`config.mk`:
```
export PLATFORM = sky130hd
export DESIGN_NAME = swp_loop_ctrl
export DESIGN_NICKNAME = d
export VERILOG_FILES = /design/src/rtl/swp_pkg.sv /design/src/rtl/swp_trip_counters.sv /design/src/rtl/swp_pred_rotator.sv /design/src/rtl/swp_loop_ctrl.sv
export SDC_FILE = /design/constraint.sdc
export NUM_CORES = 1
export LEC_CHECK = 0
export ABC_AREA = 1
export BUFFER_PORTS_ARGS = -buffer_cell sky130_fd_sc_hd__buf_2
export CAP_MARGIN = 30
export CORE_UTILIZATION = 36
export DETAILED_ROUTE_END_ITERATION = 16
export GPL_TIMING_DRIVEN = 0
export MAX_ROUTING_LAYER = met4
export PLACE_DENSITY = 0.55
export SETUP_SLACK_MARGIN = 0.5
export SLEW_MARGIN = 20
export SYNTH_ARGS = -nofsm -noshare
export SYNTH_HDL_FRONTEND = slang
export SYNTH_SLANG_ARGS = --single-unit
export TNS_END_PERCENT = 1
```
`constraint.sdc`:
```
create_clock -name clk -period 2.6 [get_ports clk]
set_input_delay 0.26 -clock clk [delete_from_list [all_inputs] [get_ports clk]]
set_output_delay 0.26 -clock clk [all_outputs]
set_load 0.02 [all_outputs]
```
`src/rtl/swp_pkg.sv`:
```
package swp_pkg;
  typedef enum logic [1:0] {
    ACT_IDLE  = 2'd0,
    ACT_FILL  = 2'd1,
    ACT_DRAIN = 2'd2,
    ACT_EXIT  = 2'd3
  } swp_act_e;
endpackage

```
`src/rtl/swp_trip_counters.sv`:
```
module swp_trip_counters
  import swp_pkg::*;
#(
  parameter int CNT_W = 16
) (
  input  logic             clk,
  input  logic             rst_n,
  input  logic             load_i,
  input  logic [CNT_W-1:0] trip_i,
  input  logic [CNT_W-1:0] stages_i,
  input  logic             br_i,
  input  logic             active_i,
  output swp_act_e         act_o
);
  localparam logic [CNT_W-1:0] ONE_C = CNT_W'(1);

  logic [CNT_W-1:0] lc_q, lc_d, esc_q, esc_d;
  swp_act_e         act;

  // branch resolution: loop counter first, then epilog counter
  always_comb begin
    act = ACT_IDLE;
    if (br_i && active_i && !load_i) begin
      if (lc_q != '0)       act = ACT_FILL;
      else if (esc_q != '0) act = ACT_DRAIN;
      else                  act = ACT_EXIT;
    end
  end

  always_comb begin
    lc_d  = lc_q;
    esc_d = esc_q;
    if (load_i) begin
      lc_d  = (trip_i   == '0) ? '0 : trip_i   - ONE_C;
      esc_d = (stages_i == '0) ? '0 : stages_i - ONE_C;
    end else if (act == ACT_FILL) begin
      lc_d  = lc_q - ONE_C;
    end else if (act == ACT_DRAIN) begin
      esc_d = esc_q - ONE_C;
    end
  end

  always_ff @(posedge clk or negedge rst_n) begin
    if (!rst_n) begin
      lc_q  <= '0;
      esc_q <= '0;
    end else begin
      lc_q  <= lc_d;
      esc_q <= esc_d;
    end
  end

  assign act_o = act;

  a_r2_lc_step: assert property (@(posedge clk) disable iff (!rst_n)
    (act == ACT_FILL) |=> (lc_q == $past(lc_q) - ONE_C) && $stable(esc_q));

  a_r3_esc_step: assert property (@(posedge clk) disable iff (!rst_n)
    (act == ACT_DRAIN) |=> (esc_q == $past(esc_q) - ONE_C) && (lc_q == '0));

  a_r4_exit_hold: assert property (@(posedge clk) disable iff (!rst_n)
    (act == ACT_EXIT) |=> (lc_q == '0) && (esc_q == '0));
endmodule

```
`src/rtl/swp_pred_rotator.sv`:
```
module swp_pred_rotator
  import swp_pkg::*;
#(
  parameter int PRED_W = 8,
  parameter int RRB_W  = 6
) (
  input  logic              clk,
  input  logic              rst_n,
  input  logic              load_i,
  input  swp_act_e          act_i,
  output logic [PRED_W-1:0] pred_o,
  output logic [RRB_W-1:0]  rrb_o
);
  localparam logic [PRED_W-1:0] PRED_SEED = PRED_W'(1);
  localparam logic [RRB_W-1:0]  RRB_ONE   = RRB_W'(1);

  logic [PRED_W-1:0] pred_q, pred_d, shifted;
  logic [RRB_W-1:0]  rrb_q, rrb_d;
  logic              rotate;

  assign rotate     = (act_i == ACT_FILL) || (act_i == ACT_DRAIN);
  assign shifted[0] = (act_i == ACT_FILL);

  // each stage predicate takes its lower neighbour on rotation
  for (genvar i = 1; i < PRED_W; i++) begin : g_shift
    assign shifted[i] = pred_q[i-1];
  end

  always_comb begin
    pred_d = pred_q;
    rrb_d  = rrb_q;
    if (load_i) begin
      pred_d = PRED_SEED;
      rrb_d  = '0;
    end else if (rotate) begin
      pred_d = shifted;
      rrb_d  = rrb_q - RRB_ONE;
    end
  end

  always_ff @(posedge clk or negedge rst_n) begin
    if (!rst_n) begin
      pred_q <= '0;
      rrb_q  <= '0;
    end else begin
      pred_q <= pred_d;
      rrb_q  <= rrb_d;
    end
  end

  assign pred_o = pred_q;
  assign rrb_o  = rrb_q;

  a_r1_seed: assert property (@(posedge clk) disable iff (!rst_n)
    load_i |=> (pred_q == PRED_SEED) && (rrb_q == '0));

  a_r2_inject_one: assert property (@(posedge clk) disable iff (!rst_n)
    (!load_i && act_i == ACT_FILL) |=> pred_q[0]);

  a_r3_inject_zero: assert property (@(posedge clk) disable iff (!rst_n)
    (!load_i && act_i == ACT_DRAIN) |=> !pred_q[0]);

  a_r5_shift_up: assert property (@(posedge clk) disable iff (!rst_n)
    (!load_i && rotate) |=> pred_q[PRED_W-1:1] == $past(pred_q[PRED_W-2:0]));

  a_r6_base_step: assert property (@(posedge clk) disable iff (!rst_n)
    (!load_i && rotate) |=> rrb_q == $past(rrb_q) - RRB_ONE);

  a_r10_hold: assert property (@(posedge clk) disable iff (!rst_n)
    (!load_i && !rotate) |=> $stable(pred_q) && $stable(rrb_q));
endmodule

```
`src/rtl/swp_loop_ctrl.sv`:
```
module swp_loop_ctrl
  import swp_pkg::*;
#(
  parameter int CNT_W  = 16,
  parameter int PRED_W = 8,
  parameter int RRB_W  = 6
) (
  input  logic              clk,
  input  logic              rst_n,
  input  logic              load_i,
  input  logic [CNT_W-1:0]  trip_i,
  input  logic [CNT_W-1:0]  stages_i,
  input  logic              br_i,
  output logic              taken_o,
  output logic              done_o,
  output logic [PRED_W-1:0] pred_o,
  output logic [RRB_W-1:0]  rrb_o
);
  swp_act_e act;
  logic     active_q, active_d;
  logic     taken_q, taken_d;
  logic     done_q, done_d;

  swp_trip_counters #(.CNT_W(CNT_W)) u_cnt (
    .clk      (clk),
    .rst_n    (rst_n),
    .load_i   (load_i),
    .trip_i   (trip_i),
    .stages_i (stages_i),
    .br_i     (br_i),
    .active_i (active_q),
    .act_o    (act)
  );

  swp_pred_rotator #(.PRED_W(PRED_W), .RRB_W(RRB_W)) u_rot (
    .clk    (clk),
    .rst_n  (rst_n),
    .load_i (load_i),
    .act_i  (act),
    .pred_o (pred_o),
    .rrb_o  (rrb_o)
  );

  always_comb begin
    active_d = active_q;
    if (load_i)                active_d = 1'b1;
    else if (act == ACT_EXIT)  active_d = 1'b0;
    taken_d = (act == ACT_FILL) || (act == ACT_DRAIN);
    done_d  = (act == ACT_EXIT);
  end

  always_ff @(posedge clk or negedge rst_n) begin
    if (!rst_n) begin
      active_q <= 1'b0;
      taken_q  <= 1'b0;
      done_q   <= 1'b0;
    end else begin
      active_q <= active_d;
      taken_q  <= taken_d;
      done_q   <= done_d;
    end
  end

  assign taken_o = taken_q;
  assign done_o  = done_q;

  a_r4_done_single: assert property (@(posedge clk) disable iff (!rst_n)
    done_o |=> !done_o);

  a_r4_done_not_taken: assert property (@(posedge clk) disable iff (!rst_n)
    done_o |-> !taken_o);

  a_r8_idle_strobe: assert property (@(posedge clk) disable iff (!rst_n)
    (br_i && !active_q && !load_i) |=> !taken_o && !done_o && $stable(pred_o));

  a_r9_load_wins: assert property (@(posedge clk) disable iff (!rst_n)
    (load_i && br_i) |=> !taken_o && !done_o && active_q);
endmodule

```
==> results.sh <==
export IMPL_status="finished, final reports clean"
export IMPL_design_area_sq_mm=0.00472
export IMPL_drc=0
export IMPL_netlist_cell_type_count=38
export IMPL_hold_depth=4
export IMPL_vias=4023
export IMPL_netlist_instances=613
export IMPL_reg2reg_to="u_rot.rrb_o[5]"
export IMPL_final_setup_viol_count=0
export IMPL_reg2reg_depth=14
export IMPL_syn_nets=657
export IMPL_regToRegStartpoint="u_cnt.lc_q[0]"
export IMPL_path_clk_slew_ns=0.10
export IMPL_maxSlewHeadroom_pct=55.4
export IMPL_timing_final_crit_share_pct=89.0
export IMPL_hold_violations=0
export IMPL_core_sq_mm=0.0105
export IMPL_rsz0062_at_grt="true"
export IMPL_num_rows=37
export IMPL_drive_above_1_share_pct=20.0
export IMPL_cp_start_kind="flop"
export IMPL_crit_required_ns=2.80
export IMPL_maxCapViolCount=0
export IMPL_slew_viol_final=0
export IMPL_muxShareOfSynthArea_pct=0
export IMPL_synth_xor_area_share_pct=3.12
export IMPL_routedWlPerCell_um=12.9
export IMPL_layout_nets=733
export IMPL_die_area_sq_mm=0.0113
export IMPL_cts_sinks=49
export IMPL_worst_hold_slack_ns=0.262
export IMPL_grt_max_degree=50
export IMPL_crit_type="reg -> reg"
export IMPL_avgSynthCellArea_sq_um=6.41
export IMPL_place_congestion=0.893
export IMPL_yosysWarnings=0
export IMPL_p_leak_nw=2.42
export IMPL_mostFrequentLayoutCells="nand2_1 (184), nor2_1 (80), inv_1 (74), nand3_1 (57), buf_2 (51)"
export IMPL_grt_use_total_pct=20.8
export IMPL_power_density_mw_per_mm2=422
export IMPL_grt_pass1_vias=3992
export IMPL_critPathMaxFanout=5
export IMPL_grt_ovfl_total=0
export IMPL_ant_nets=0
export IMPL_cts_buffers=5
export IMPL_die_h_um=106
export IMPL_htreeDepth=2
export IMPL_drtPass1Iterations=5
export IMPL_final_common_cell="nand2_1"
export IMPL_hold_path_startpoint="stages_i[0]"
export IMPL_port_buffers=51
export IMPL_cts_tree="done"
export IMPL_fin_setup_tns_ns=0
export IMPL_cts_root_buf="clkbuf_8"
export IMPL_r2r_slack_ns=0.29
export IMPL_synth_compound_area_share_pct=9.27
export IMPL_fp_dieW_um=106
export IMPL_drt_initial_drc_count=188
export IMPL_syn2layout_area_growth_pct=20.1
export IMPL_period_minus_slack_ns=2.31
export IMPL_worstHoldEndpoint="u_cnt.esc_q[0]"
export IMPL_ioPinCount=52
export IMPL_wirelength_mm=10.7
export IMPL_ys_seq_area_share_pct=31.2
export IMPL_ys_seq_elements=49
export IMPL_hold_class="in -> reg"
export IMPL_fmax_mhz=432
export IMPL_diodes=0
export IMPL_synth_cell_area_sq_mm=0.00393
export IMPL_clock_path_buffers=2
export IMPL_clk_latency_ns=0.32
export IMPL_critical_path_endpoint_type="flop"
export IMPL_worst_slew_pin_slew_ns=0.669
export IMPL_dpl_hpwl_mm=8.15
export IMPL_synthSimpleGateAreaFrac_pct=43.8
export IMPL_grt_pass1_wl_mm=18.3
export IMPL_synth_adder_area_share_pct=2.55
export IMPL_vdd_drop_max_v=0.000203
export IMPL_worstPathArrival_ns=2.52
export IMPL_dpl_cell_area_sq_mm=0.00442
export IMPL_antenna_found_initial=0
export IMPL_fin_worst_skew_ns=0.00579
export IMPL_vias_per_cell=4.87
export IMPL_synth_top_family_by_area="simple AND/OR/NAND/NOR gates"
export IMPL_initial_core_util_pct=37.5
[per-stage QoR]
stage          utilization [%]  power (mW)  setup WS [ns]  cells
6_report                  45.1        1.99          0.285    826
5_1_grt                   45.1        2.14          0.156    826
4_1_cts                   44.8        2.01          0.286    823
3_5_place_dp              42.2        1.49        0.00921    800
3_3_place_gp              42.2        1.49         0.0499    800
2_1_floorplan                -        1.31          0.391    613
[sequential cells by signal, summed over array words and instances (netlist names)]
| register | cells |
|---|---|
| taken_o | 1 |
| active_q | 1 |
| done_o | 1 |
| u_rot.rrb_o | 6 |
| u_cnt.esc_q | 16 |
| u_rot.pred_o | 8 |
| u_cnt.lc_q | 16 |
[cell type report]
cell class / instances / area [sq um]
fill: 1151 / 5750
timing repair buffer: 69 / 399
tap: 136 / 170
clock inverter: 3 / 17.5
clock buffer: 5 / 68.8
inverter: 88 / 340
buffer: 9 / 68.8
sequential: 49 / 1230
multi-input combinational: 467 / 2420
[logic make-up (layout without fill, tap and decap cells)]
group | count (synthesis) | after routing
xor+xnor | 14 | 14
flops | 49 | 49
buf+inv | 97 | 174
simple gates | 381 | 381
compound gates | 64 | 64
fa+ha+maj | 8 | 8
[power breakdown]
group	switching [mW]	leakage, nW	internal, mW
clock	0.283	0.0439	0.187
sequential	0.0761	0.619	0.834
combinational	0.390	1.76	0.222
[repair_timing]
action                                 4_1_cts  5_1_grt
buffers inserted                            14        3
resized for setup                           15        4
pin swaps                                   15        4
cloned                                       0        0
endpoints found under the hold margin        7        0
hold buffers                                 1        0
setup endpoints to repair                   46       46
[worst max path at each step]
stage | from | to | slack, ns | depth (start not counted)
after floorplan | u_cnt.lc_q[0] | u_cnt.lc_q[8] | 0.39 | 14
after global placement | u_cnt.esc_q[0] | u_rot.rrb_o[5] | 0.05 | 13
after detailed placement | u_cnt.esc_q[0] | u_rot.rrb_o[5] | 0.009 | 13
after CTS | u_cnt.lc_q[0] | u_rot.rrb_o[5] | 0.29 | 14
after global routing | u_cnt.esc_q[6] | u_cnt.esc_q[6] | 0.16 | 14
final | u_cnt.lc_q[0] | u_rot.rrb_o[5] | 0.29 | 14
[routing by layer]
layer,share of wire (%),GRT usage [%],up-vias
met1,45,24.6,1819
met4,2.3,7.05,0
met5,0,-,-
li1,-,-,2109
met2,49,36.3,82
met3,3.7,2.70,13
[worst max-delay path, stage by stage (launching register included)]
cell and delay, ns:
dfrtp_1 0.38, inv_2 0.10, ha_4 0.16, nand3_4 0.11, nor2_4 0.12, nand3_2 0.07
nand3b_1 0.20, nor3_4 0.18, buf_6 0.14, ha_4 0.22, inv_4 0.05, nand4_1 0.09
nor2_1 0.17, and3_1 0.17, nor3_1 0.05
[synthesized netlist by cell type, drive strengths merged]
| cell | instances | area [sq um] |
|---|---|---|
| nor2 | 101 | 465 |
| and3 | 1 | 6.26 |
| o22ai | 7 | 43.8 |
| xor2 | 11 | 96.3 |
| and2 | 1 | 6.26 |
| a21oi | 14 | 73.8 |
| nor3 | 5 | 30.0 |
| dfrtp | 49 | 1230 |
| clkbuf | 3 | 11.3 |
| a22oi | 5 | 37.5 |
| a31oi | 4 | 25.0 |
| nand2 | 189 | 729 |
| o211ai | 2 | 15.0 |
| ha | 8 | 100 |
| buf | 6 | 48.8 |
| nand3 | 63 | 350 |
| nor4 | 3 | 18.8 |
| o22a | 1 | 8.76 |
| o21bai | 2 | 15.0 |
| or2 | 1 | 6.26 |
| nand3b | 2 | 15.0 |
| xnor2 | 3 | 26.3 |
| nand4 | 15 | 93.8 |
| inv | 88 | 333 |
| o21ai | 29 | 145 |
(Power assumes the default switching activity.)
